<file path="src/rtl/scp_pkg.sv">
package scp_pkg;
  localparam int IDX_W   = 7;
  localparam int BYTE_W  = 8;
  localparam int FRAME_W = IDX_W + 1 + BYTE_W;
  localparam int CNT_W   = 5;
  typedef logic [BYTE_W-1:0] byte_t;
  typedef logic [IDX_W-1:0]  idx_t;
endpackage

</file>
<file path="src/rtl/scp_sync.sv">
module scp_sync #(
  parameter int W      = 3,
  parameter int STAGES = 2,
  parameter logic [W-1:0] RST_VAL = '0
) (
  input  logic         clk,
  input  logic         rst,
  input  logic [W-1:0] async_i,
  output logic [W-1:0] lvl_o,
  output logic [W-1:0] rise_o,
  output logic [W-1:0] fall_o
);
  logic [W-1:0] chain [STAGES];
  logic [W-1:0] prev;

  always_ff @(posedge clk) begin
    if (rst) begin
      for (int s = 0; s < STAGES; s++) chain[s] <= RST_VAL;
      prev <= RST_VAL;
    end else begin
      chain[0] <= async_i;
      for (int s = 1; s < STAGES; s++) chain[s] <= chain[s-1];
      prev <= chain[STAGES-1];
    end
  end

  assign lvl_o  = chain[STAGES-1];
  assign rise_o = chain[STAGES-1] & ~prev;
  assign fall_o = ~chain[STAGES-1] & prev;
endmodule

</file>
<file path="src/rtl/scp_regbank.sv">
module scp_regbank
  import scp_pkg::*;
#(
  parameter int    NUM_REGS  = 16,
  parameter int    SETUP_IDX = 11,
  parameter byte_t SETUP_RST = 8'h01,
  parameter byte_t REG_RST   = 8'h00
) (
  input  logic                       clk,
  input  logic                       rst,
  input  logic                       wr_en,
  input  idx_t                       wr_addr,
  input  byte_t                      wr_data,
  input  idx_t                       rd_addr,
  output byte_t                      rd_data,
  output logic                       sweep_o,
  output idx_t                       ptr_o,
  output logic [NUM_REGS*BYTE_W-1:0] cfg_o
);
  localparam int AW = (NUM_REGS > 1) ? $clog2(NUM_REGS) : 1;
  localparam logic [IDX_W:0] LIMIT = (IDX_W+1)'(NUM_REGS);

  byte_t regs [NUM_REGS];
  logic  wr_hit;
  logic  rd_hit;

  assign wr_hit = wr_en && ({1'b0, wr_addr} < LIMIT);
  assign rd_hit = {1'b0, rd_addr} < LIMIT;

  for (genvar k = 0; k < NUM_REGS; k++) begin : g_reg
    localparam byte_t RV = (k == SETUP_IDX) ? SETUP_RST : REG_RST;
    always_ff @(posedge clk) begin
      if (rst) regs[k] <= RV;
      else if (wr_hit && (wr_addr[AW-1:0] == AW'(k))) regs[k] <= wr_data;
    end
    assign cfg_o[k*BYTE_W +: BYTE_W] = regs[k];
  end

  assign rd_data = rd_hit ? regs[rd_addr[AW-1:0]] : '0;
  assign sweep_o = regs[SETUP_IDX][BYTE_W-1];
  assign ptr_o   = regs[SETUP_IDX][IDX_W-1:0];
endmodule

</file>
<file path="src/rtl/scp_frame.sv">
module scp_frame
  import scp_pkg::*;
(
  input  logic  clk,
  input  logic  rst,
  input  logic  ml_rise,
  input  logic  ml_fall,
  input  logic  mc_rise,
  input  logic  mc_fall,
  input  logic  mdi,
  input  logic  sweep,
  input  idx_t  ptr,
  input  byte_t rd_data,
  output idx_t  rd_addr,
  output logic  wr_en,
  output idx_t  wr_addr,
  output byte_t wr_data,
  output logic  mdo,
  output logic  mdo_oe
);
  localparam logic [CNT_W-1:0] CMD_LAST = CNT_W'(BYTE_W - 1);
  localparam logic [CNT_W-1:0] FULL     = CNT_W'(FRAME_W);
  localparam logic [CNT_W-1:0] SAT      = '1;

  logic                   active;
  logic [CNT_W-1:0]       bit_cnt;
  logic [FRAME_W-1:0]     rx_sh;
  logic                   rw_q;
  logic                   load_pend;
  logic                   rd_mode;
  byte_t                  tx_sh;
  logic [$clog2(BYTE_W)-1:0] tx_cnt;
  idx_t                   rd_cur;
  idx_t                   rd_last;
  idx_t                   start_idx;

  assign start_idx = sweep ? idx_t'(1) : ptr;
  assign rd_addr   = load_pend ? start_idx : idx_t'(rd_cur + 1'b1);

  assign wr_en   = ml_rise && active && !rw_q && (bit_cnt == FULL);
  assign wr_addr = rx_sh[FRAME_W-2 -: IDX_W];
  assign wr_data = rx_sh[BYTE_W-1:0];

  always_ff @(posedge clk) begin
    if (rst) begin
      active    <= 1'b0;
      bit_cnt   <= '0;
      rx_sh     <= '0;
      rw_q      <= 1'b0;
      load_pend <= 1'b0;
      rd_mode   <= 1'b0;
      tx_sh     <= '0;
      tx_cnt    <= '0;
      rd_cur    <= '0;
      rd_last   <= '0;
      mdo       <= 1'b0;
      mdo_oe    <= 1'b0;
    end else begin
      load_pend <= 1'b0;
      if (ml_fall) begin
        active  <= 1'b1;
        bit_cnt <= '0;
        rw_q    <= 1'b0;
        rd_mode <= 1'b0;
        mdo_oe  <= 1'b0;
        tx_cnt  <= '0;
      end else if (ml_rise) begin
        active  <= 1'b0;
        rd_mode <= 1'b0;
        mdo_oe  <= 1'b0;
      end else if (active) begin
        if (mc_rise) begin
          rx_sh <= {rx_sh[FRAME_W-2:0], mdi};
          if (bit_cnt != SAT) bit_cnt <= bit_cnt + 1'b1;
          if (bit_cnt == CMD_LAST) begin
            rw_q      <= rx_sh[BYTE_W-2];
            load_pend <= rx_sh[BYTE_W-2];
          end
        end
        if (load_pend) begin
          rd_mode <= 1'b1;
          tx_sh   <= rd_data;
          rd_cur  <= start_idx;
          rd_last <= ptr;
          tx_cnt  <= '0;
        end
        if (mc_fall && rd_mode) begin
          mdo    <= tx_sh[BYTE_W-1];
          mdo_oe <= 1'b1;
          tx_cnt <= tx_cnt + 1'b1;
          if (tx_cnt == '1) begin
            if (rd_cur < rd_last) begin
              tx_sh  <= rd_data;
              rd_cur <= rd_addr;
            end else begin
              tx_sh <= '0;
            end
          end else begin
            tx_sh <= {tx_sh[BYTE_W-2:0], 1'b0};
          end
        end
      end
    end
  end
endmodule

</file>
<file path="src/rtl/serial_cfg_port.sv">
module serial_cfg_port
  import scp_pkg::*;
#(
  parameter int    NUM_REGS    = 16,
  parameter int    SETUP_IDX   = 11,
  parameter int    SYNC_STAGES = 2,
  parameter byte_t SETUP_RST   = 8'h01,
  parameter byte_t REG_RST     = 8'h00
) (
  input  logic                       clk,
  input  logic                       rst,
  input  logic                       ml_i,
  input  logic                       mc_i,
  input  logic                       mdi_i,
  output logic                       mdo_o,
  output logic                       mdo_oe_o,
  output logic [NUM_REGS*BYTE_W-1:0] cfg_o
);
  logic [2:0] s_lvl, s_rise, s_fall;
  logic  ml_lvl, ml_rise, ml_fall, mc_rise, mc_fall, mdi_s;
  logic  sweep, wr_en;
  idx_t  ptr, rd_addr, wr_addr;
  byte_t rd_data, wr_data;

  scp_sync #(.W(3), .STAGES(SYNC_STAGES), .RST_VAL(3'b001)) u_sync (
    .clk(clk), .rst(rst), .async_i({mdi_i, mc_i, ml_i}),
    .lvl_o(s_lvl), .rise_o(s_rise), .fall_o(s_fall)
  );

  assign ml_lvl  = s_lvl[0];
  assign ml_rise = s_rise[0];
  assign ml_fall = s_fall[0];
  assign mc_rise = s_rise[1];
  assign mc_fall = s_fall[1];
  assign mdi_s   = s_lvl[2];

  scp_regbank #(
    .NUM_REGS(NUM_REGS), .SETUP_IDX(SETUP_IDX),
    .SETUP_RST(SETUP_RST), .REG_RST(REG_RST)
  ) u_bank (
    .clk(clk), .rst(rst), .wr_en(wr_en), .wr_addr(wr_addr), .wr_data(wr_data),
    .rd_addr(rd_addr), .rd_data(rd_data), .sweep_o(sweep), .ptr_o(ptr),
    .cfg_o(cfg_o)
  );

  scp_frame u_frame (
    .clk(clk), .rst(rst), .ml_rise(ml_rise), .ml_fall(ml_fall),
    .mc_rise(mc_rise), .mc_fall(mc_fall), .mdi(mdi_s), .sweep(sweep),
    .ptr(ptr), .rd_data(rd_data), .rd_addr(rd_addr), .wr_en(wr_en),
    .wr_addr(wr_addr), .wr_data(wr_data), .mdo(mdo_o), .mdo_oe(mdo_oe_o)
  );
endmodule

</file>
<file path="config.mk">
export PLATFORM = sky130hd
export DESIGN_NAME = serial_cfg_port
export DESIGN_NICKNAME = d
export VERILOG_FILES = /design/src/rtl/scp_pkg.sv /design/src/rtl/scp_sync.sv /design/src/rtl/scp_regbank.sv /design/src/rtl/scp_frame.sv /design/src/rtl/serial_cfg_port.sv
export SDC_FILE = /design/constraint.sdc
export NUM_CORES = 1
export LEC_CHECK = 0
export BUFFER_PORTS_ARGS = -buffer_cell sky130_fd_sc_hd__clkbuf_2
export CAP_MARGIN = 5
export CORE_MARGIN = 10
export CORE_UTILIZATION = 40
export CTS_CLUSTER_SIZE = 14
export DETAILED_ROUTE_END_ITERATION = 6
export PLACE_DENSITY_LB_ADDON = 0.05
export SYNTH_ARGS = -nofsm -noshare
export SYNTH_HDL_FRONTEND = slang
export SYNTH_SLANG_ARGS = --single-unit
</file>
<file path="constraint.sdc">
create_clock -name clk -period 2.5 [get_ports clk]
set_input_delay 0.375 -clock clk [delete_from_list [all_inputs] [get_ports clk]]
set_output_delay 0.375 -clock clk [all_outputs]
set_load 0.05 [all_outputs]
</file>
==> results of run 1 <==
-- cell usage after synthesis, types with 5 or more instances --
cell and n:
buf_4 5, a21o_1 9, nand2b_1 12, mux4_2 9, edfxtp_1 128, dfxtp_1 59, or2_2 6, nor2b_1 16
nor3_1 11, o22ai_1 5, a32o_1 15, clkbuf_1 37, a211oi_1 9, inv_1 18, nor4_1 8, or3_1 5
a311oi_1 5, a211o_1 5, and3_1 20, buf_2 6, a32oi_1 7, o21bai_1 7, o21ai_0 40, a21oi_1 49
nor2_1 40, buf_1 5, nand2_1 72, ha_1 14, and2_1 118, nand3_1 44
-- per-layer routing --
metal	routed length (um)	vias to the layer above	part of all wire (%)	global-route usage, %
met5	0	-	0	0
met1	12900	3662	43	26.8
met2	14600	300	48	34.5
met3	2290	32	7.6	4.33
met4	477	0	1.6	5.67
li1	-	3458	-	-
-- cell families (layout without fill, tap and decap cells) --
family / count (synthesis) / after routing
xor+xnor: 6 / 6
compound gates: 175 / 175
simple gates: 384 / 384
fa+ha+maj: 14 / 14
mux: 14 / 14
other cells: 0 / 1
flops: 187 / 187
buf+inv: 73 / 265
-- path summary, 6_finish.rpt --
path | startpoint | end | slack, ns | cells past startpoint
worst max-delay path | u_frame.rx_sh[13] | u_bank.regs[8][5] | 0.12 | 6
worst min register to register | u_sync.chain[0][0] | u_sync.chain[0][3] | 0.41 | 1
worst min-delay path | ml_i | u_sync.chain[0][0] | 0.12 | 2
worst max register to register | u_frame.rx_sh[13] | u_bank.regs[8][5] | 0.12 | 6
-- final cells by class --
cell class	instances	area, sq um	share of cell area [%]
Multi-Input combinational cell	593	3810	34.0
Tap cell	285	357	3.19
Clock buffer	17	425	3.80
Clock inverter	15	153	1.36
Sequential cell	187	5030	44.9
Antenna cell	1	2.50	0.0224
Inverter	19	71.3	0.637
Timing Repair Buffer	214	1350	12.0
-- critical path, cell delays in order (launching register included) --
cell      delay [ns]
dfxtp_1         0.33
or4b_1          0.58
nor4_4          0.22
or3b_4          0.46
buf_4           0.18
o21bai_1        0.13
buf_4           0.19
-- power by group through the flow --
stage | registers, W | logic [W] | clock network, W
floorplan | 0.00373 | 0.000105 | 0
global placement | 0.00350 | 0.000499 | 0
detailed placement | 0.00350 | 0.000502 | 0
CTS | 0.00343 | 0.000502 | 0.00273
global route | 0.00344 | 0.000522 | 0.00287
finish | 0.00343 | 0.000500 | 0.00269
-- stage by stage --
stage / power, W / std cells / area, sq um / hold WS [ns]
4_1_cts: 0.00666 / 1327 / 11200 / 0.109
3_3_place_gp: 0.00400 / 1295 / 10600 / 0.396
2_1_floorplan: 0.00384 / 853 / 9130 / 0.389
5_1_grt: 0.00683 / 1330 / 11200 / 0.132
6_report: 0.00662 / 1331 / 11200 / 0.124
3_5_place_dp: 0.00400 / 1295 / 10600 / 0.398
-- timing repair --
item,4_1_cts,5_1_grt
setup buffers,0,3
endpoints found under the setup margin,0,22
gates resized for setup,0,3
-- state kept, by name, summed over array words and instances, names as in the netlist, 2 cells and up --
signal / cells
u_frame.bit_cnt: 5
u_sync.prev: 2
u_frame.tx_cnt: 3
u_sync.chain: 6
u_frame.rx_sh: 15
u_frame.tx_sh: 8
u_bank.regs: 128
u_frame.rd_cur: 7
u_frame.rd_last: 7
==> impl_metrics.yaml, run 1 <==
synth:
  synth_area_leaders: "edfxtp_1 (42%), dfxtp_1 (13%), and2_1 (8.1%), nand2_1 (3.0%), a21oi_1 (2.7%)"
  synth-seq-cells: 187
  synthFlopType: "edfxtp_1"
  synth_top_area_share_pct: 42.1
  synth_edf_count: 128
  synth_mux_area_share_pct: 2.78
  synth_nets: 872
  synth-xor-area-share_pct: 0.576
  async_reset_ff_share_pct: 0
  synth_top_family_by_area: "simple AND/OR/NAND/NOR gates"
  synth-simple-area-share_pct: 23.6
  synthCells: 853
  synth_compound_area_share_pct: 12.7
  netlist_area_sq_um: 9130
  synthDistinctLibCells: 67
  synth_top_cell_by_area: "edfxtp_1"
  synth_fa_ha_area_share_pct: 1.92
  yosys_warnings: 0
  synth_seq_area_share_pct: 55.0
  avgSynthCellArea_sq_um: 10.7
layout:
  area_growth_pct: 22.6
  nFillCells: 2109
  finalCoreUtilization_pct: 49.6
  fin_nets: 1051
  layout-drive-gt1-share_pct: 27.3
  final_common_cell: "clkbuf_2"
  final_cell_mix: "clkbuf_2 (134), edfxtp_1 (128), and2_1 (118)"
critical_path:
  critPathArrivalTime_ns: 2.52
  end_kind: "register"
  cp_max_fo: 8
  path_class: "register to register"
  start_kind: "register"
  crit_required_ns: 2.64
run_status:
  run_status: "finished clean"
clock_tree:
  clock_path_buffers: 2
  clock_latency_ns: 0.44
  cts_sinks: 187
  numCtsBuffers: 17
  clk_pin_slew_ns: 0.07
  root_buffer: "clkbuf_16"
  cts_max_level: 4
  cts_hold_buf: 0
  cts_tree: "built"
hold_path:
  hp-class: "input port to register"
detailed_routing:
  drc_errors: 0
  dr.pass1.iters: 5
  postRouteAntennaNets: 0
  wire_per_inst_um: 22.7
  vias_per_cell: 5.60
  totalWireLength_um: 30200
  drt_iter0_markers: 725
  num_vias: 7452
timing:
  worst_slew_pin_slew_ns: 0.937
  final_max_slew_viol_count: 0
  hold_viol_final: 0
  final.setup.tns_ns: 0
  fin_ws_ns: 0.119
  setup_violations: 0
  rsz0062_at_grt: "no"
  max_freq_mhz: 420
  clock_skew_ns: 0.0110
  post-route-period-util_pct: 95.2
  slew_headroom_pct: 37.5
  fin_crit_ns: 2.38
power:
  vdd_drop_max_uv: 402
  power_density_nw_per_um2: 591
  clkPwrFrac_pct: 40.6
  pwr-share-seq_pct: 51.8
  p_sw_share_pct: 27.2
  internal-power_w: 0.00481
  combPwrFrac_pct: 7.6
  net-switching-power_w: 0.00180
  p_leak_nw: 4.40
floorplanning:
  die_h_um: 171
  placementRows: 55
  initial_core_util_pct: 40.4
  io_pins: 135
  fp.dieW_um: 171
  coreArea_sq_um: 22600
  die-area_sq_um: 29300
placed_design:
  hpwl_um: 22400
  io_buffers: 134
  dp_slack_ns: 0.0857
  place.gp.congestion: 0.867
global_routing:
  grt_pass1_vias: 7521
  grt_start_max_net_pins: 26
  antenna_found_initial: 1
  grt_usage_pct: 20.8
  grt_pass1_wl_um: 45700
  grt_overflow: 0
job:
  maxCapViolations: 0
Note: power is estimated with default switching activity, not from simulation.
==> run 2: changes to the inputs <==
--- a/config.mk
+++ b/config.mk
@@ -5,10 +5,12 @@
 export SDC_FILE = /design/constraint.sdc
 export NUM_CORES = 1
 export LEC_CHECK = 0
+export ABC_AREA = 1
 export BUFFER_PORTS_ARGS = -buffer_cell sky130_fd_sc_hd__clkbuf_2
 export CAP_MARGIN = 5
 export CORE_MARGIN = 10
 export CORE_UTILIZATION = 40
+export CTS_BUF_LIST = sky130_fd_sc_hd__clkbuf_4
 export CTS_CLUSTER_SIZE = 14
 export DETAILED_ROUTE_END_ITERATION = 6
 export PLACE_DENSITY_LB_ADDON = 0.05
==> impl_metrics.yaml, run 2 <==
synth:
  synth-seq-cells: 187
  synthDistinctLibCells: 41
  synth_nets: 1062
  synth_seq_area_share_pct: 55.3
  yosys_warnings: 0
  synth_top_cell_by_area: "edfxtp_1"
  synthFlopType: "edfxtp_1"
  avgSynthCellArea_sq_um: 8.71
  netlist_area_sq_um: 9080
  synth_top_area_share_pct: 42.3
  synthCells: 1043
  synth_area_leaders: "edfxtp_1 (42%), dfxtp_1 (13%), nand2_1 (9.1%), nand3_1 (9.1%), nor2_1 (7.2%)"
  async_reset_ff_share_pct: 0
  ys_top_cells_by_count: "nand2_1 (221), nor2_1 (173), nand3_1 (165)"
  synth_edf_count: 128
  synth.most_common_cell: "nand2_1"
critical_path:
  start_kind: "register"
  rr_endpoint: "u_frame.tx_sh[2]"
  reg2reg_slack_ns: 0.29
  end_kind: "register"
  cp_max_fo: 23
  critPathArrivalTime_ns: 2.71
  path_class: "register to register"
  rr_worst_depth: 10
  crit_required_ns: 3.00
  r2r-start: "u_bank.regs[11][0]"
global_routing:
  antenna_found_initial: 2
  grt_pass1_vias: 7671
  grt_start_max_net_pins: 65
  grt_usage_pct: 21.3
  grt_overflow: 0
  grt_pass1_wl_um: 46500
layout:
  layout-drive-gt1-share_pct: 20.4
  fin_nets: 1209
  nFillCells: 2284
  final_cells: 1490
  largest_reg_flops: 128
  final_common_cell: "nand2_1"
  largest-register: "u_bank.regs"
  area_growth_pct: 15.3
  stdcell_area_sq_um: 10500
  final_cell_mix: "nand2_1 (221), nor2_1 (173), nand3_1 (165)"
  reg_top3: "u_bank.regs (128), u_frame.rx_sh (15), u_frame.tx_sh (8)"
timing:
  fin_crit_ns: 2.21
  max_freq_mhz: 453
  setup_violations: 0
  hold_viol_final: 0
  rsz0062_at_grt: "no"
  slew_headroom_pct: 46.1
  final.setup.tns_ns: 0
  clock_skew_ns: 0.0217
  fin_ws_ns: 0.294
  post-route-period-util_pct: 88.2
  final_max_slew_viol_count: 0
  worst_slew_pin_slew_ns: 0.808
hold_path:
  hold_depth: 3
  holdPathEnd: "u_frame.rd_cur[5]"
  hp-class: "input port to register"
  hold_path_startpoint: "rst"
clock_tree:
  postCtsResizedCells: 0
  cts_sinks: 187
  post-cts-setup-buffer-count: 0
  root_buffer: "clkbuf_4"
  cts_tree: "built"
  clk_pin_slew_ns: 0.17
  cts_max_level: 4
  cts_hold_buf: 3
  clock_path_buffers: 2
  clock_latency_ns: 0.60
  numCtsBuffers: 17
power:
  power_density_nw_per_um2: 543
  vdd_drop_max_uv: 253
  p_leak_nw: 4.23
detailed_routing:
  totalWireLength_um: 31100
  vias_per_cell: 5.33
  postRouteAntennaNets: 0
  dr.pass1.iters: 5
  num_vias: 7939
  wire_per_inst_um: 20.9
  drc_errors: 0
  drt_iter0_markers: 647
placed_design:
  io_buffers: 134
  dp_slack_ns: 0.311
  placed_area_sq_um: 10200
  hpwl_um: 22500
  place.gp.congestion: 0.908
  dp_cells: 1453
job:
  maxCapViolations: 0
floorplanning:
  placementRows: 55
  coreArea_sq_um: 22500
  io_pins: 135
  die-area_sq_um: 29100
  die_h_um: 171
  fp.dieW_um: 171
  initial_core_util_pct: 40.4
run_status:
  run_status: "finished clean"
-- run 2: logic make-up after synthesis --
family | after synthesis | synth area share [%]
AOI/OAI and AO/OA | 114 | 6.56
adders and majority gates | 14 | 1.93
buffers and inverters | 124 | 6.10
DFF | 187 | 55.3
and+or+nand+nor | 604 | 30.1
-- run 2: where the power goes --
part / leakage, nW / switching, W / internal, W / total, W
logic: 2.28 / 0.000406 / 0.000104 / 0.000510
clock network: 0.156 / 0.00120 / 0.000536 / 0.00174
registers: 1.79 / 0.0000644 / 0.00337 / 0.00344
total: 4.23 / 0.00167 / 0.00401 / 0.00569
-- run 2: routing by layer --
metal	part of all wire [%]	GRT usage, %
met1	45	28.8
met2	47	34.0
met3	7.1	4.61
met4	1.3	4.88
met5	0	0
-- run 2: worst max path at each step --
stage,from,to,slack (ns),cells past startpoint
after detailed placement,u_bank.regs[11][0],u_frame.tx_sh[2],0.31,10
after CTS,u_bank.regs[11][0],u_frame.tx_sh[3],0.29,10
after global placement,u_bank.regs[11][0],u_frame.tx_sh[3],0.38,10
after global routing,u_bank.regs[11][0],u_frame.tx_sh[4],0.07,10
final,u_bank.regs[11][0],u_frame.tx_sh[2],0.29,10
after floorplan,u_frame.rx_sh[13],u_bank.regs[15][0],0.39,7
-- run 2: area by class of cell --
| class | instances | area, sq um | share of cell area, % |
|---|---|---|---|
| Antenna cell | 2 | 5.00 | 0.0478 |
| Clock buffer | 17 | 128 | 1.22 |
| Clock inverter | 15 | 159 | 1.52 |
| Inverter | 74 | 279 | 2.66 |
| Multi-Input combinational cell | 732 | 3500 | 33.4 |
| Sequential cell | 187 | 5020 | 48.0 |
| Tap cell | 285 | 357 | 3.40 |
| Timing Repair Buffer | 178 | 1020 | 9.75 |
-- run 2: worst max-delay path, stage by stage, from the launching register on --
cell,delay (ns)
edfxtp_1,0.52
o21ai_0,0.34
nand2_2,0.44
nand2_1,0.17
nand3_1,0.11
nand3_1,0.16
nand2_1,0.11
nand2_1,0.08
nand2_1,0.05
nand3_1,0.06
a21oi_1,0.07
-- run 2: per-stage QoR --
stage               total power [W]  utilization [%]  hold slack (ns)
floorplan                   0.00384                -            0.388
global placement            0.00401             45.1            0.393
detailed placement          0.00402             45.1            0.398
CTS                         0.00574             46.5            0.159
global route                0.00587             46.5            0.160
finish                      0.00569             46.5            0.189
